**config.mk**
```make
export PLATFORM = sky130hd
export DESIGN_NAME = xcvr_ctl_slave
export DESIGN_NICKNAME = d
export VERILOG_FILES = /design/src/rtl/xcvr_ctl_pkg.sv /design/src/rtl/xcvr_ctl_sync.sv /design/src/rtl/xcvr_ctl_frame.sv /design/src/rtl/xcvr_ctl_regs.sv /design/src/rtl/xcvr_ctl_slave.sv
export SDC_FILE = /design/constraint.sdc
export NUM_CORES = 1
export LEC_CHECK = 0
export BUFFER_PORTS_ARGS = -buffer_cell sky130_fd_sc_hd__buf_2
export CORE_ASPECT_RATIO = 0.5
export CORE_UTILIZATION = 60
export CTS_CLUSTER_DIAMETER = 200
export DETAILED_ROUTE_END_ITERATION = 10
export HOLD_SLACK_MARGIN = 0.06
export PLACE_DENSITY = 0.85
export SYNTH_ARGS = -nofsm -noshare
export SYNTH_HDL_FRONTEND = slang
export SYNTH_HIERARCHICAL = 1
export SYNTH_SLANG_ARGS = --single-unit
```
**constraint.sdc**
```tcl
create_clock -name clk -period 2.15 [get_ports clk]
set_input_delay 0.3225 -clock clk [delete_from_list [all_inputs] [get_ports clk]]
set_output_delay 0.3225 -clock clk [all_outputs]
set_load 0.005 [all_outputs]
```
**src/rtl/xcvr_ctl_pkg.sv**
```systemverilog
package xcvr_ctl_pkg;

    localparam int BYTE_W = 8;
    localparam int ADDR_W = 3;
    localparam int IDX_W  = 4;

    localparam logic [IDX_W-1:0] IDX_MODE  = 4'd0;
    localparam logic [IDX_W-1:0] IDX_RATE  = 4'd1;
    localparam logic [IDX_W-1:0] IDX_POWER = 4'd2;
    localparam logic [IDX_W-1:0] IDX_EXT   = 4'hF;

    typedef enum logic [2:0] {
        F_IDLE, F_PEND, F_CMD, F_GAP2, F_BYTE2, F_GAP3, F_BYTE3, F_RESP
    } frame_st_e;

    typedef struct packed {
        logic [IDX_W-1:0] idx;
        logic             wr;
        logic             ext;
        logic             hit;
    } cmd_t;

    typedef struct packed {
        logic              awake;
        logic              rx_en;
        logic              tx_en;
        logic [BYTE_W-1:0] rate;
        logic [1:0]        power;
    } cfg_t;

    function automatic cmd_t decode_cmd(input logic [BYTE_W-1:0] b,
                                        input logic [ADDR_W-1:0] own);
        cmd_t c;
        c.idx = b[ADDR_W +: IDX_W];
        c.wr  = b[BYTE_W-1];
        c.ext = (b[ADDR_W +: IDX_W] == IDX_EXT);
        c.hit = (b[ADDR_W-1:0] == own);
        return c;
    endfunction

    function automatic logic [BYTE_W-1:0] read_value(input cfg_t c,
                                                     input logic [IDX_W-1:0] idx,
                                                     input logic [BYTE_W-1:0] eidx,
                                                     input logic [BYTE_W-1:0] mfr,
                                                     input logic [BYTE_W-1:0] prod);
        logic [BYTE_W-1:0] v;
        case (idx)
            IDX_MODE:  v = {5'b0, c.tx_en, c.rx_en, c.awake};
            IDX_RATE:  v = c.rate;
            IDX_POWER: v = {c.power, 6'b0};
            IDX_EXT: begin
                if (eidx == 8'd0)      v = mfr;
                else if (eidx == 8'd1) v = prod;
                else                   v = '0;
            end
            default:   v = '0;
        endcase
        return v;
    endfunction

endpackage

```
**src/rtl/xcvr_ctl_sync.sv**
```systemverilog
module xcvr_ctl_sync #(
    parameter int STAGES = 2,
    parameter int DW     = 1
) (
    input  logic          clk,
    input  logic          rst,
    input  logic          bus_clk_i,
    input  logic [DW-1:0] data_i,
    output logic [DW-1:0] data_q,
    output logic          rise_o,
    output logic          fall_o
);
    localparam int LW = DW + 1;

    logic [LW-1:0] stg [STAGES];
    logic          clk_prev;

    for (genvar i = 0; i < STAGES; i++) begin : g_stage
        if (i == 0) begin : g_first
            always_ff @(posedge clk) begin
                if (rst) stg[i] <= '0;
                else     stg[i] <= {data_i, bus_clk_i};
            end
        end else begin : g_next
            always_ff @(posedge clk) begin
                if (rst) stg[i] <= '0;
                else     stg[i] <= stg[i-1];
            end
        end
    end

    always_ff @(posedge clk) begin
        if (rst) clk_prev <= 1'b0;
        else     clk_prev <= stg[STAGES-1][0];
    end

    assign data_q = stg[STAGES-1][LW-1:1];
    assign rise_o = stg[STAGES-1][0] & ~clk_prev;
    assign fall_o = ~stg[STAGES-1][0] & clk_prev;

endmodule

```
**src/rtl/xcvr_ctl_frame.sv**
```systemverilog
module xcvr_ctl_frame
    import xcvr_ctl_pkg::*;
#(
    parameter int                INIT_EDGES = 30,
    parameter logic [ADDR_W-1:0] DEV_ADDR   = 3'b000
) (
    input  logic              clk,
    input  logic              rst,
    input  logic              rise,
    input  logic              fall,
    input  logic              sw,
    input  logic [BYTE_W-1:0] rd_data,
    output cmd_t              cmd_q,
    output logic [BYTE_W-1:0] eidx_q,
    output logic              wr_stb,
    output logic [BYTE_W-1:0] wr_data,
    output logic              mode,
    output logic              led_blank,
    output logic              det_blank,
    output logic              drive,
    output logic              sbit
);
    localparam int CNT_W = $clog2(INIT_EDGES + 1);
    localparam int BIT_W = $clog2(BYTE_W);
    localparam logic [BIT_W-1:0] LAST_BIT = BIT_W'(BYTE_W - 1);
    localparam logic [CNT_W-1:0] CNT_TOP  = CNT_W'(INIT_EDGES - 1);

    frame_st_e         st;
    logic [CNT_W-1:0]  init_cnt;
    logic [BIT_W-1:0]  bitc;
    logic [BYTE_W-2:0] shreg;
    logic [BYTE_W-1:0] txsh;
    logic              last_sw;
    logic              release_q;
    logic [BYTE_W-1:0] byte_now;
    logic              last_bit;

    assign byte_now = {sw, shreg};
    assign last_bit = (bitc == LAST_BIT);
    assign wr_data  = byte_now;
    assign wr_stb   = rise && (st == F_BYTE2) && last_bit &&
                      !cmd_q.ext && cmd_q.wr && cmd_q.hit;

    always_ff @(posedge clk) begin
        if (rst) begin
            st        <= F_IDLE;
            mode      <= 1'b0;
            init_cnt  <= '0;
            bitc      <= '0;
            shreg     <= '0;
            txsh      <= '1;
            cmd_q     <= '0;
            eidx_q    <= '0;
            last_sw   <= 1'b0;
            led_blank <= 1'b0;
            det_blank <= 1'b0;
            drive     <= 1'b0;
            sbit      <= 1'b1;
            release_q <= 1'b0;
        end else if (rise) begin
            last_sw <= sw;
            case (st)
                F_IDLE: begin
                    if (!mode) begin
                        if (sw)                       init_cnt <= '0;
                        else if (init_cnt == CNT_TOP) mode     <= 1'b1;
                        else                          init_cnt <= init_cnt + 1'b1;
                    end else begin
                        st        <= F_PEND;
                        led_blank <= 1'b1;
                    end
                end
                F_PEND: begin
                    st   <= F_CMD;
                    bitc <= '0;
                end
                F_CMD: begin
                    shreg <= byte_now[BYTE_W-1:1];
                    bitc  <= bitc + 1'b1;
                    if (last_bit) begin
                        cmd_q <= decode_cmd(byte_now, DEV_ADDR);
                        st    <= F_GAP2;
                    end
                end
                F_GAP2: begin
                    bitc <= '0;
                    if (!cmd_q.wr && !cmd_q.ext) begin
                        st        <= F_RESP;
                        txsh      <= rd_data;
                        det_blank <= cmd_q.hit;
                    end else begin
                        st <= F_BYTE2;
                    end
                end
                F_BYTE2: begin
                    shreg <= byte_now[BYTE_W-1:1];
                    bitc  <= bitc + 1'b1;
                    if (last_bit) begin
                        if (cmd_q.ext) begin
                            eidx_q <= byte_now;
                            st     <= F_GAP3;
                        end else begin
                            st        <= F_IDLE;
                            led_blank <= 1'b0;
                        end
                    end
                end
                F_GAP3: begin
                    bitc <= '0;
                    if (!cmd_q.wr) begin
                        st        <= F_RESP;
                        txsh      <= rd_data;
                        det_blank <= cmd_q.hit;
                    end else begin
                        st <= F_BYTE3;
                    end
                end
                F_BYTE3: begin
                    bitc <= bitc + 1'b1;
                    if (last_bit) begin
                        st        <= F_IDLE;
                        led_blank <= 1'b0;
                    end
                end
                F_RESP: begin
                    drive <= cmd_q.hit;
                    sbit  <= txsh[0];
                    txsh  <= {1'b1, txsh[BYTE_W-1:1]};
                    if (last_sw && !sw) begin
                        st        <= F_IDLE;
                        led_blank <= 1'b0;
                        release_q <= 1'b1;
                    end
                end
                default: st <= F_IDLE;
            endcase
        end else if (fall && release_q) begin
            drive     <= 1'b0;
            det_blank <= 1'b0;
            release_q <= 1'b0;
        end
    end

    // nothing is framed before control mode is reached
    a_r1_quiet_until_mode: assert property (@(posedge clk) disable iff (rst)
        !mode |-> (st == F_IDLE && !led_blank));

    // every non-idle frame state runs with the emitter blanked
    a_r2_blank_in_frame: assert property (@(posedge clk) disable iff (rst)
        (st != F_IDLE) |-> led_blank);

    // the read pin is never driven without the detector mask
    a_r9_drive_under_mask: assert property (@(posedge clk) disable iff (rst)
        drive |-> det_blank);

    // an unaddressed read never drives the read pin
    a_r10_miss_silent: assert property (@(posedge clk) disable iff (rst)
        (st == F_RESP && !cmd_q.hit) |-> !drive);

    // a pending release completes on the next falling edge
    a_r8_release_on_fall: assert property (@(posedge clk) disable iff (rst)
        (release_q && fall) |=> (!drive && !det_blank));

endmodule

```
**src/rtl/xcvr_ctl_regs.sv**
```systemverilog
module xcvr_ctl_regs
    import xcvr_ctl_pkg::*;
#(
    parameter logic [BYTE_W-1:0] ID_MFR  = 8'h01,
    parameter logic [BYTE_W-1:0] ID_PROD = 8'h41
) (
    input  logic              clk,
    input  logic              rst,
    input  logic              wr_stb,
    input  logic [IDX_W-1:0]  wr_idx,
    input  logic [BYTE_W-1:0] wr_data,
    input  logic [BYTE_W-1:0] rd_eidx,
    output cfg_t              cfg,
    output logic [BYTE_W-1:0] rd_data
);
    always_ff @(posedge clk) begin
        if (rst) begin
            cfg.awake <= 1'b0;
            cfg.rx_en <= 1'b0;
            cfg.tx_en <= 1'b0;
            cfg.rate  <= '0;
            cfg.power <= 2'b11;
        end else if (wr_stb) begin
            case (wr_idx)
                IDX_MODE: begin
                    cfg.awake <= wr_data[0];
                    cfg.rx_en <= wr_data[1];
                    cfg.tx_en <= wr_data[2];
                end
                IDX_RATE:  cfg.rate  <= wr_data;
                IDX_POWER: cfg.power <= wr_data[BYTE_W-1 -: 2];
                default: ;
            endcase
        end
    end

    assign rd_data = read_value(cfg, wr_idx, rd_eidx, ID_MFR, ID_PROD);

    // configuration moves only on a write strobe
    a_r4_stable_without_write: assert property (@(posedge clk) disable iff (rst)
        !wr_stb |=> $stable(cfg));

endmodule

```
**src/rtl/xcvr_ctl_slave.sv**
```systemverilog
module xcvr_ctl_slave
    import xcvr_ctl_pkg::*;
#(
    parameter int                SYNC_STAGES = 2,
    parameter int                INIT_EDGES  = 30,
    parameter logic [ADDR_W-1:0] DEV_ADDR    = 3'b000,
    parameter logic [BYTE_W-1:0] ID_MFR      = 8'h01,
    parameter logic [BYTE_W-1:0] ID_PROD     = 8'h41
) (
    input  logic       clk,
    input  logic       rst,
    input  logic       sclk_i,
    input  logic       txd_swdat_i,
    input  logic       det_rx_n_i,
    output logic       rxd_srdat_o,
    output logic       led_drive_o,
    output logic       led_blank_o,
    output logic       det_blank_o,
    output logic       ctl_mode_o,
    output logic       awake_o,
    output logic       rx_en_o,
    output logic       tx_en_o,
    output logic       fast_rate_o,
    output logic [1:0] power_lvl_o
);
    logic              rise, fall, sw_q;
    logic [BYTE_W-1:0] rd_data, eidx_q, wr_data;
    logic              wr_stb, mode, led_blank, det_blank, drive, sbit;
    cmd_t              cmd_q;
    cfg_t              cfg;

    xcvr_ctl_sync #(.STAGES(SYNC_STAGES), .DW(1)) u_sync (
        .clk(clk), .rst(rst), .bus_clk_i(sclk_i), .data_i(txd_swdat_i),
        .data_q(sw_q), .rise_o(rise), .fall_o(fall)
    );

    xcvr_ctl_frame #(.INIT_EDGES(INIT_EDGES), .DEV_ADDR(DEV_ADDR)) u_frame (
        .clk(clk), .rst(rst), .rise(rise), .fall(fall), .sw(sw_q),
        .rd_data(rd_data), .cmd_q(cmd_q), .eidx_q(eidx_q),
        .wr_stb(wr_stb), .wr_data(wr_data), .mode(mode),
        .led_blank(led_blank), .det_blank(det_blank),
        .drive(drive), .sbit(sbit)
    );

    xcvr_ctl_regs #(.ID_MFR(ID_MFR), .ID_PROD(ID_PROD)) u_regs (
        .clk(clk), .rst(rst), .wr_stb(wr_stb), .wr_idx(cmd_q.idx),
        .wr_data(wr_data), .rd_eidx(eidx_q), .cfg(cfg), .rd_data(rd_data)
    );

    assign rxd_srdat_o = drive ? sbit
                       : (det_blank || !cfg.rx_en || !cfg.awake) ? 1'b1
                       : det_rx_n_i;
    assign led_drive_o = txd_swdat_i & cfg.tx_en & cfg.awake & ~led_blank;
    assign led_blank_o = led_blank;
    assign det_blank_o = det_blank;
    assign ctl_mode_o  = mode;
    assign awake_o     = cfg.awake;
    assign rx_en_o     = cfg.rx_en;
    assign tx_en_o     = cfg.tx_en;
    assign fast_rate_o = cfg.rate[0];
    assign power_lvl_o = cfg.power;

    // a blanked or disabled emitter never lights
    a_r12_led_dark: assert property (@(posedge clk) disable iff (rst)
        (led_blank_o || !tx_en_o || !awake_o) |-> !led_drive_o);

endmodule

```
==> metrics.yaml <==
grt_first_pass_wirelength_um: 11800
final_cells: 444
cap_violations: 0
wl_per_cell_um: 16.7
clockBufferDepth: 2
cp-end-kind: "flip-flop"
max_slew_margin_pct: 52.1
fin_setup_tns_ns: 0
internal_power_mw: 2.06
fin_util_pct: 71.3
clkPwrFrac_pct: 49.8
crit_buf_inv: 1
slowest_stage: "dfxtp_1"
status: "finished clean"
syn-mean-instance-area_um2: 9.06
drc_errors: 0
place_hpwl_um: 5030
wl_um: 7420
p_per_area_mw_per_mm2: 721
cts_tree: "built"
synth-seq-cells: 66
synth_edf_count: 0
place.gp.congestion: 0.836
grt_start_max_net_pins: 42
antenna_cells: 0
final_common_cell: "dfxtp_1"
pwr-share-comb_pct: 2.5
vias: 2675
overflow: 0
via_per_inst: 6.02
io_pins: 16
post-route-period-util_pct: 90.0
path_clk_slew_ns: 0.07
crit_required_ns: 2.36
layout-drive-gt1-share_pct: 13.9
seq_area_frac_synth_pct: 40.9
final_cell_mix: "dfxtp_1, nor2_1, mux2i_1"
seqPwrFrac_pct: 47.7
htreeDepth: 3
cpLargestDelayFamily: "flip-flops"
finalHoldViolations: 0
skew_ns: 0.00897
synthDistinctLibCells: 57
n_fill_cell: 401
critPathLaunchType: "flip-flop"
die_area_mm2: 0.00571
cp_max_fo: 14
chipWidth_um: 106
dieHeight_um: 53.9
fmax_mhz: 517
crit_path_max_incr_delay_ns: 0.66
clk_root_buffer_cell: "clkbuf_8"
dr.pass1.iters: 7
p_switching_uw: 534
core-area_mm2: 0.00504
antenna_found_initial: 0
crit_chain: "nand2_1, inv_1, nand2b_1, o311ai_0"
grt_pass1_vias: 2432
worst_slew_pin_slew_ns: 0.719
syn2layout_area_growth_pct: 11.2
dpl.cell_count: 428
ir_worst_vdd_uv: 451
synthFlopType: "dfxtp_1"
cts_hold_buf: 0
synth.cell_area_mm2: 0.00323
grt_util_all_layers_pct: 27.8
finalSetupViolCount: 0
min_path_type: "in2reg"
ant_nets: 0
rrSetupSlack_ns: 0.21
synthesis.nets: 367
p_sw_share_pct: 20.6
drt_iter0_drc: 178
power_leakage_nw: 1.31
numCtsBuffers: 9
cts_sinks: 66
arrival_ns: 2.15
clk_latency_ns: 0.35
slew_viol_final: 0
placementRows: 18
fin_crit_ns: 1.94
start_util_pct: 64.1
criticalPathCategory: "reg2reg"
yosys_warnings: 6
async_reset_ff_share_pct: 0
fin_nets: 379
syn-instance-count: 357
rsz0062_at_grt: "no"
port_buffers: 15
==> repair_timing <==
item                                    4_1_cts  5_1_grt
resized for setup                             0        1
endpoints found under the setup margin        0        8
buffers inserted                              0        0
==> per-layer routing <==
layer	vias up	global-route usage, %	wire (µm)
li1	1307	-	-
met1	1304	33.6	3450
met2	55	48.8	3630
met3	9	8.47	279
met4	0	9.72	58
met5	-	0	0
==> through the flow <==
stage	total power [mW]	cell area (µm²)	hold WS (ns)	worst slack, ns
after floorplan	1.31	3230	0.394	0.263
after global placement	1.33	3350	0.419	0.233
after detailed placement	1.33	3350	0.436	0.131
after CTS	2.61	3600	0.194	0.0874
after global routing	2.68	3600	0.199	0.0859
final	2.59	3600	0.193	0.214
==> kinds of logic after synthesis <==
family / count (synthesis) / share of synthesized area [%]
fa+ha+maj: 5 / 1.93
simple gates: 151 / 26.1
flops: 66 / 40.9
buf+inv: 29 / 4.53
mux: 41 / 12.8
compound gates: 64 / 13.6
xor+xnor: 1 / 0.271
==> worst paths after layout <==
kind / startpoint / to / depth (start not counted)
min reg2reg: u_sync/stg[0][1] / u_sync/stg[1][1] / 1
max reg2reg: u_frame/st[0] / u_frame/txsh[4] / 4
min: sclk_i / u_sync/stg[0][0] / 2
max: u_frame/st[0] / u_frame/txsh[4] / 4
==> synth_stat cells, types with 2 or more instances <==
cell	number	area share, %
nor3_1	5	0.77
a22oi_1	4	0.93
and3_1	5	0.97
or3_1	3	0.58
nor4_1	4	0.77
nor2b_1	12	2.3
inv_1	8	0.93
mux2i_1	39	12
nor2_1	54	6.3
a31oi_1	3	0.58
nor3b_1	2	0.46
nand2b_1	23	4.4
o22ai_1	2	0.39
and4b_1	2	0.62
buf_6	2	0.70
a21oi_1	15	2.3
clkbuf_1	9	1.0
buf_2	6	0.93
mux2_2	2	0.70
a32o_1	2	0.62
dfxtp_1	66	41
nand3_1	9	1.4
o21ai_0	16	2.5
buf_1	2	0.23
o211ai_1	3	0.70
ha_1	5	1.9
nand4_1	2	0.39
o311ai_0	7	1.9
nor3_4	2	1.0
or4_1	3	0.70
nand2_1	14	1.6
==> power groups by stage <==
stage,Clock [mW],Combinational [mW],Sequential [mW]
finish,1.29,0.0655,1.24
global route,1.37,0.0713,1.24
CTS,1.31,0.0650,1.24
detailed placement,0,0.0644,1.27
global placement,0,0.0626,1.26
floorplan,0,0.0448,1.26
==> state kept, by name (all words and copies together), names as in the netlist, 3 cells and up <==
register / cells
u_sync/stg: 4
u_frame/eidx_q: 8
u_frame/bitc: 3
u_frame/shreg: 7
u_frame/txsh: 8
u_frame/st: 3
u_regs/cfg: 13
u_frame/init_cnt: 5
u_frame/cmd_q: 7
==> final cells by class <==
type	count	area (µm²)	share of cell area (%)
flip-flops and latches	66	1320	36.8
well taps	70	87.6	2.43
repair buffers	22	140	3.90
clock buffers	10	138	3.83
clock inverters	6	113	3.13
inverters	8	30.0	0.835
multi-input cells	262	1770	49.1
(Power assumes the default switching activity.)
